### config.mk
export PLATFORM = sky130hd
export DESIGN_NAME = modem_status_reg
export DESIGN_NICKNAME = d
export VERILOG_FILES = /design/src/rtl/msr_pkg.sv /design/src/rtl/msr_sync.sv /design/src/rtl/msr_delta.sv /design/src/rtl/msr_flow.sv /design/src/rtl/modem_status_reg.sv
export SDC_FILE = /design/constraint.sdc
export NUM_CORES = 1
export LEC_CHECK = 0
export BUFFER_PORTS_ARGS = -buffer_cell sky130_fd_sc_hd__buf_2
export CAP_MARGIN = 25
export CORE_UTILIZATION = 41
export CTS_BUF_LIST = sky130_fd_sc_hd__clkbuf_16
export CTS_CLUSTER_DIAMETER = 30
export DETAILED_ROUTE_END_ITERATION = 10
export MAX_ROUTING_LAYER = met4
export PLACE_DENSITY = 0.71
export SLEW_MARGIN = 15
export SYNTH_ARGS = -nofsm -noshare
export SYNTH_HDL_FRONTEND = slang
export SYNTH_HIERARCHICAL = 1
export SYNTH_SLANG_ARGS = --single-unit
### constraint.sdc
create_clock -name clk -period 1.4 [get_ports clk]
set_clock_uncertainty 0.15 [all_clocks]
set_input_delay 0.35 -clock clk [delete_from_list [all_inputs] [get_ports clk]]
set_output_delay 0.35 -clock clk [all_outputs]
set_load 0.01 [all_outputs]
### src/rtl/msr_pkg.sv
package msr_pkg;
  localparam int NUM_LINES = 4;
  localparam int LN_CTS = 0;
  localparam int LN_DSR = 1;
  localparam int LN_RI  = 2;
  localparam int LN_DCD = 3;
  typedef logic [NUM_LINES-1:0] line_vec_t;
endpackage

### src/rtl/msr_sync.sv
module msr_sync #(
  parameter int WIDTH  = 4,
  parameter int STAGES = 2
) (
  input  logic             clk,
  input  logic             rst_n,
  input  logic [WIDTH-1:0] d_i,
  output logic [WIDTH-1:0] q_o
);
  logic [STAGES-1:0][WIDTH-1:0] stage_q;

  always_ff @(posedge clk or negedge rst_n) begin
    if (!rst_n) stage_q[0] <= '1;
    else        stage_q[0] <= d_i;
  end

  for (genvar s = 1; s < STAGES; s++) begin : g_stage
    always_ff @(posedge clk or negedge rst_n) begin
      if (!rst_n) stage_q[s] <= '1;
      else        stage_q[s] <= stage_q[s-1];
    end
  end

  assign q_o = stage_q[STAGES-1];
endmodule

### src/rtl/msr_delta.sv
module msr_delta
  import msr_pkg::*;
(
  input  logic      clk,
  input  logic      rst_n,
  input  logic      arm_i,
  input  line_vec_t src_i,
  input  logic      clr_i,
  output line_vec_t delta_o,
  output line_vec_t chg_o
);
  line_vec_t prev_q, delta_q;

  for (genvar i = 0; i < NUM_LINES; i++) begin : g_line
    if (i == LN_RI) begin : g_fall
      assign chg_o[i] = arm_i & prev_q[i] & ~src_i[i];
    end else begin : g_any
      assign chg_o[i] = arm_i & (prev_q[i] ^ src_i[i]);
    end
  end

  always_ff @(posedge clk or negedge rst_n) begin
    if (!rst_n) begin
      prev_q  <= '0;
      delta_q <= '0;
    end else begin
      prev_q  <= src_i;
      delta_q <= (clr_i ? '0 : delta_q) | chg_o;
    end
  end

  assign delta_o = delta_q;
endmodule

### src/rtl/msr_flow.sv
module msr_flow (
  input  logic flow_en_i,
  input  logic cts_st_i,
  input  logic pending_i,
  input  logic boundary_i,
  output logic start_o
);
  logic hold;
  assign hold    = flow_en_i & ~cts_st_i;
  assign start_o = pending_i & boundary_i & ~hold;
endmodule

### src/rtl/modem_status_reg.sv
module modem_status_reg
  import msr_pkg::*;
#(
  parameter int SYNC_STAGES = 2
) (
  input  logic       clk,
  input  logic       rst_n,
  input  logic       cts_n,
  input  logic       dsr_n,
  input  logic       ri_n,
  input  logic       dcd_n,
  input  logic       loop_en,
  input  logic       mcr_rts,
  input  logic       mcr_dtr,
  input  logic       mcr_out1,
  input  logic       mcr_out2,
  input  logic       rd_stb,
  output logic [7:0] rd_data,
  input  logic       ms_irq_en,
  output logic       irq_o,
  input  logic       flow_en,
  input  logic       tx_pending,
  input  logic       tx_boundary,
  output logic       tx_start_o
);
  localparam int SETTLE = SYNC_STAGES + 1;
  localparam int CW = $clog2(SETTLE + 1);
  localparam logic [CW-1:0] SETTLE_V = CW'(SETTLE);

  line_vec_t pins_n, sync_n, st_pin, st_loop, src, delta, chg;
  logic [CW-1:0] settle_q;
  logic arm;

  assign pins_n[LN_CTS] = cts_n;
  assign pins_n[LN_DSR] = dsr_n;
  assign pins_n[LN_RI]  = ri_n;
  assign pins_n[LN_DCD] = dcd_n;

  assign st_loop[LN_CTS] = mcr_rts;
  assign st_loop[LN_DSR] = mcr_dtr;
  assign st_loop[LN_RI]  = mcr_out1;
  assign st_loop[LN_DCD] = mcr_out2;

  msr_sync #(.WIDTH(NUM_LINES), .STAGES(SYNC_STAGES)) u_sync (
    .clk(clk), .rst_n(rst_n), .d_i(pins_n), .q_o(sync_n)
  );

  assign st_pin = ~sync_n;
  assign src    = loop_en ? st_loop : st_pin;

  always_ff @(posedge clk or negedge rst_n) begin
    if (!rst_n)                settle_q <= '0;
    else if (settle_q != SETTLE_V) settle_q <= settle_q + 1'b1;
  end
  assign arm = (settle_q == SETTLE_V);

  msr_delta u_delta (
    .clk(clk), .rst_n(rst_n), .arm_i(arm), .src_i(src),
    .clr_i(rd_stb), .delta_o(delta), .chg_o(chg)
  );

  msr_flow u_flow (
    .flow_en_i(flow_en), .cts_st_i(src[LN_CTS]), .pending_i(tx_pending),
    .boundary_i(tx_boundary), .start_o(tx_start_o)
  );

  assign rd_data = {src[LN_DCD], src[LN_RI], src[LN_DSR], src[LN_CTS],
                    delta[LN_DCD], delta[LN_RI], delta[LN_DSR], delta[LN_CTS]};
  assign irq_o   = ms_irq_en & (|delta);
endmodule

==> metrics.md, run 1 <==
| Metric | Value |
|---|---|
| Share of layout cells above drive strength 1 | `0.617` |
| Final Cycle Share | `1.20` |
| M1 WL | `398 microns` |
| Routed len/inst | `12.5 microns` |
| # IOs | `26` |
| Sw power | `285 uW` |
| Least-Margin Pin Slew | `376 ps` |
| Routed WL | `1210 microns` |
| Cell count after synthesis | `46` |
| CTS Root Cell | `clkbuf_16` |
| Antenna diodes | `0` |
| Final hold viol count | `0` |
| Core area | `1510 sq um` |
| DR top layer | `met4` |
| Row cnt | `14` |
| Layout area overhead | `51.4%` |
| WP depth | `2` |
| Syn Area/Cell | `14.3 sq um` |
| Setup Crit Path Kind | `reg2out` |
| Largest net degree at the start of global routing | `19` |
| RR Startpoint | `u_sync/q_o[0]` |
| Clock latency at the later pin of the worst-skew pair | `250 ps` |
| Syn Nets | `63` |
| Setup tns final | `-902 ps` |
| Post-DRT Antenna Nets | `0` |
| Cell Int Power | `1080 uW` |
| Antenna violations before repair | `0` |
| Fmax | `595 MHz` |
| Lkg Pwr | `0.000483 uW` |
| RSZ-0062 raised after global routing | `yes` |
| Critical path cell sequence | `o41a_1 -> buf_2` |
| Worst vdd ir | `1190 uV` |
| Buf/Inv on CP | `1` |
| Grt ovf | `0` |
| Worst-path fanout max | `2` |
| Worst path arrival time | `1180 ps` |
| Kind of path behind the tightest hold check | `in2reg` |
| H-Tree Depth | `1` |
| TritonCTS Buffers | `3` |
| Die Y | `42.1 microns` |
| DP Wirelength | `820 microns` |
| Pre-CTS setup slack | `-75.6 ps` |
| Outcome | `finished with violations` |
| Routed vias/inst | `4.93` |
| Worst Reg2Reg Path Length in Cells | `5` |
| Overall Power | `1360 uW` |
| Hold_sp | `cts_n` |
| Total Nets Final | `99` |
| Maximum clock insertion buffer count | `2` |
| Die width | `42.1 microns` |
| Initial core utilization | `0.438` |
| Power Density | `1370 nW/um^2` |
| Family with the most delay on the worst path | `compound AO/OA/AOI/OAI gates` |
| Failing checks | `setup timing` |
| Gp weighted congestion | `0.689` |
| Post-Syn Area | `659 sq um` |
| DRC viols | `0` |
| Switching share of total power | `0.209` |
| Worst Setup Start Kind | `flop` |
| Hold Path End | `u_sync/stage_q[0]` |
| RR Endpoint | `u_delta/delta_o[0]` |
| TritonCTS clock tree | `built` |
| GRT Total Usage | `0.177` |
| Sink Count | `18` |
| Yosys Warn Count | `6` |
| Vias | `478` |
| Setup ws final | `-280 ps` |
| Final worst path period need | `1680 ps` |
| Hold WS | `51.4 ps` |
| Initial DRC count | `2` |
| Max-cap violations | `0` |
| Clk pwr share | `0.408` |
| Hold depth | `1` |
| FF-to-FF setup slack | `0 ps` |
| CP peak stage delay | `410 ps` |
| CP max-delay cell | `o41a_1` |
| Final cell count without fillers | `97` |
| Die area | `1770 sq um` |
| Routed met2 length | `697 microns` |
| Max-slew violations | `0` |
| Pre-Repair DR Iteration Count | `4` |
| Worst setup EP type | `output port` |
| Seq pwr share | `0.432` |
| Worst slew margin | `0.749` |
| Setup Viol. Count Final | `8` |
| First-pass GRT wire length | `2010 microns` |
| Clock slew at reported path FFs | `50 ps` |
| Req. time, crit path | `900 ps` |
| Placed cells | `90` |
| Met3 wire len | `86 microns` |
| Vias in the first global route | `456` |
| IO Port Bufs | `25` |
| Logic pwr share | `0.160` |
==> placed cells by master (no fill, tap or decap) <==
cell type and n:
inv_1 3, o21ai_4 1, mux2i_1 1, o41a_1 1, o2bb2ai_1 1, buf_6 9, mux2_2 1, buf_2 19
o21ai_2 2, xor2_1 3, a22o_1 3, a21oi_2 1, dfstp_2 8, dfrtp_1 10, ha_1 1, buf_4 6
xnor2_1 1, nand2_1 5, dlygate4sd3_1 1, clkinv_1 1, clkbuf_16 3
==> worst max path at each step <==
stage	to	start	slack, ps
6_report	irq_o	u_delta/delta_o[2]	-280
5_1_grt	irq_o	u_delta/delta_o[2]	-310
4_1_cts	irq_o	u_delta/delta_o[2]	-270
3_5_place_dp	tx_start_o	loop_en	-80
3_3_place_gp	tx_start_o	loop_en	-40
2_1_floorplan	tx_start_o	u_sync/q_o[0]	-40
==> metrics by stage <==
step	instance area [sq um]	util
final	998	0.663
after global routing	998	0.663
after CTS	976	0.648
after detailed placement	831	0.551
after global placement	831	0.551
after floorplan	663	-
==> timing repair <==
action                                 4_1_cts  5_1_grt
hold buffers                                 1        0
pin swaps                                    2        0
setup buffers                                4        1
gates resized for setup                      8        6
setup endpoints to repair                    6       12
endpoints found under the hold margin       10        0
==> power by group through the flow <==
stage	clock network (uW)	registers [uW]	logic, uW
3_5_place_dp	0	594	162
6_report	556	589	217
5_1_grt	598	592	236
2_1_floorplan	0	602	57.0
4_1_cts	574	587	201
3_3_place_gp	0	592	157
==> final cells by class <==
type                            instances  area (sq um)
Fill cell                             126           508
Sequential cell                        18           460
Timing Repair Buffer                   35           251
Multi-Input combinational cell         21           176
Clock buffer                            3          75.1
Tap cell                               16          20.0
Inverter                                3          11.3
Clock inverter                          1          3.75
==> layer usage <==
metal  GRT usage  up-vias
li1            -      221
met1       0.164      234
met2       0.291       19
met3      0.0948        4
met4      0.0938        0
met5           -        -
==> registers in the layout, summed over array words and instances (netlist names) <==
signal           cells
u_delta/delta_o      4
settle_q             2
u_sync/q_o           4
u_delta/prev_q       4
u_sync/stage_q       4
==> worst register-to-register path, cell delays in order, from the launching register on <==
cell     delay [ps]
dfstp_2         520
o21ai_2          50
buf_4           140
buf_6           110
xor2_1          150
a22o_1          170
Power figures use the tool's default switching activity.
==> inputs of run 2 (changes only) <==
Settings changed: RECOVER_POWER set to 50.
==> run 2 against run 1 <==
The run still ends with setup timing left; non-clock buffer count did not move; core utilization fell by 0.25 points; combinational power barely moved; flip-flop and latch count did not move; via count fell by 0.21%; cell count did not move; register-to-register slack barely moved; hold slack barely moved; wire length fell by 0.33%; die area did not move; critical path depth did not move; critical path type unchanged; highest routed layer unchanged.
==> metrics.md, run 2 (synthesized netlist as in run 1, its figures left out) <==
| Metric | Value |
|---|---|
| Outcome | `finished with violations` |
| Failing checks | `setup timing` |
| CTS Root Cell | `clkbuf_16` |
| Kind of path behind the tightest hold check | `in2reg` |
| Commonest non-fill, non-tap cell in the layout | `buf_2` |
| Lkg Pwr | `0.000479 uW (-0.87%)` |
| Vias | `477 (-0.21%)` |
| Setup ws final | `-279 ps (+0.592 ps)` |
| Layout Utilization | `0.660 (-0.00249)` |
| Hold WS | `51.5 ps (+0.0645 ps)` |
| Total Nets Final | `99 (unchanged)` |
| Worst path arrival time | `1180 ps (about the same)` |
| DRC viols | `0 (unchanged)` |
| Final Cycle Share | `1.20 (about the same)` |
| Worst-path fanout max | `2 (unchanged)` |
| Worst vdd ir | `1190 uV (about the same)` |
| Max-slew violations | `0 (unchanged)` |
| Final hold viol count | `0 (unchanged)` |
| RSZ-0062 raised after global routing | `yes` |
| Routed WL | `1210 microns (-0.33%)` |
| Die width | `42.1 microns (unchanged)` |
| TritonCTS Buffers | `3 (unchanged)` |
| Share of layout cells above drive strength 1 | `0.593 (-0.0247)` |
| IO Port Bufs | `25 (unchanged)` |
| Core area | `1510 sq um (unchanged)` |
| Pre-Repair DR Iteration Count | `4 (unchanged)` |
| Die Y | `42.1 microns (unchanged)` |
| Worst Setup Start Kind | `flop` |
| Least-Margin Pin Slew | `420 ps (+43.3 ps)` |
| Max-cap violations | `0 (unchanged)` |
| Power Density | `1370 nW/um^2 (about the same)` |
| GRT Total Usage | `0.177 (unchanged)` |
| Worst slew margin | `0.720 (-0.0289)` |
| Grt ovf | `0 (unchanged)` |
| Antenna diodes | `0 (unchanged)` |
| Initial core utilization | `0.438 (unchanged)` |
| Final worst path period need | `1680 ps (-0.592 ps)` |
| H-Tree Depth | `1 (unchanged)` |
| Fill cells | `128 (+1.6%)` |
| Largest net degree at the start of global routing | `19 (unchanged)` |
| Antenna violations before repair | `0 (unchanged)` |
| Die area | `1770 sq um (unchanged)` |
| Routed len/inst | `12.4 microns (-0.33%)` |
| Req. time, crit path | `900 ps (about the same)` |
| First-pass GRT wire length | `2010 microns (unchanged)` |
| # IOs | `26 (unchanged)` |
| Clock latency at the later pin of the worst-skew pair | `250 ps (about the same)` |
| Post-DRT Antenna Nets | `0 (unchanged)` |
| Most frequent cells in the layout | `18 x buf_2, 10 x dfrtp_1, 9 x buf_6, 7 x dfstp_2, 5 x nand2_1` |
| Routed vias/inst | `4.92 (-0.21%)` |
| Setup Crit Path Kind | `reg2out` |
| DP Wirelength | `820 microns (unchanged)` |
| TritonCTS clock tree | `built` |
| Row cnt | `14 (unchanged)` |
| Vias in the first global route | `456 (unchanged)` |
| Gp weighted congestion | `0.689 (unchanged)` |
| Setup Viol. Count Final | `8 (unchanged)` |
| Worst setup EP type | `output port` |
| Layout area overhead | `50.9%` |
| Clock slew at reported path FFs | `50 ps (about the same)` |
| Initial DRC count | `2 (unchanged)` |
| Maximum clock insertion buffer count | `2 (unchanged)` |
| Fmax | `596 MHz (about the same)` |
| Sink Count | `18 (unchanged)` |
==> run 2: path summary, 6_finish.rpt <==
check,from,end,depth (start not counted),slack [ps]
max reg2reg,u_sync/q_o[0],u_delta/delta_o[0],5,0
min reg2reg,u_sync/stage_q[3],u_sync/q_o[3],0,200
min,cts_n,u_sync/stage_q[0],1,50
max,u_delta/delta_o[2],irq_o,2,-280
max in group asynchronous,rst_n,u_sync/stage_q[2],2,350
min in group asynchronous,rst_n,u_delta/prev_q[0],2,420
==> run 2: what timing repair did <==
| item | CTS | global route |
|---|---|---|
| buffers inserted | 4 | 1 |
| gates resized for setup | 8 | 6 |
| setup endpoints to repair | 6 | 12 |
| pin swaps | 2 | 0 |
| hold buffers | 1 | 0 |
| endpoints found under the hold margin | 10 | 0 |
==> run 2: area by class of cell <==
class                      instances  area [sq um]  share of cell area
clock buffer                       3          75.1              0.0755
multi-input combinational         21           176               0.177
inverter                           3          11.3              0.0113
tap                               16          20.0              0.0201
sequential                        18           460               0.463
clock inverter                     1          3.75             0.00377
timing repair buffer              35           248               0.249
==> run 2: worst max-delay path: stages, from the launching register on <==
cell	delay, ps
dfrtp_1	380
o41a_1	410
buf_2	140
==> run 2: per-stage QoR <==
step / TNS [ps] / instance area, sq um / cells / total power [uW] / setup WS [ps]
after floorplan: -35.1 / 663 / 46 / 659 / -35.1
after global placement: -52.4 / 831 / 90 / 749 / -41.6
after detailed placement: -137 / 831 / 90 / 756 / -75.6
after CTS: -949 / 976 / 98 / 1360 / -268
after global routing: -1170 / 995 / 97 / 1420 / -310
final: -909 / 995 / 97 / 1360 / -279
==> run 2: power breakdown <==
group          switching (uW)  internal, uW  total [uW]
sequential               20.2           568         588
combinational            86.9           129         215
clock                     176           379         555
total                     284          1080        1360
==> run 2: metal layers <==
layer  vias up  wire [microns]  GRT usage
met1       233             396      0.164
met3         4              86     0.0948
met2        19             695      0.291
li1        221               -          -
met5         -               0          -
met4         0              29     0.0938
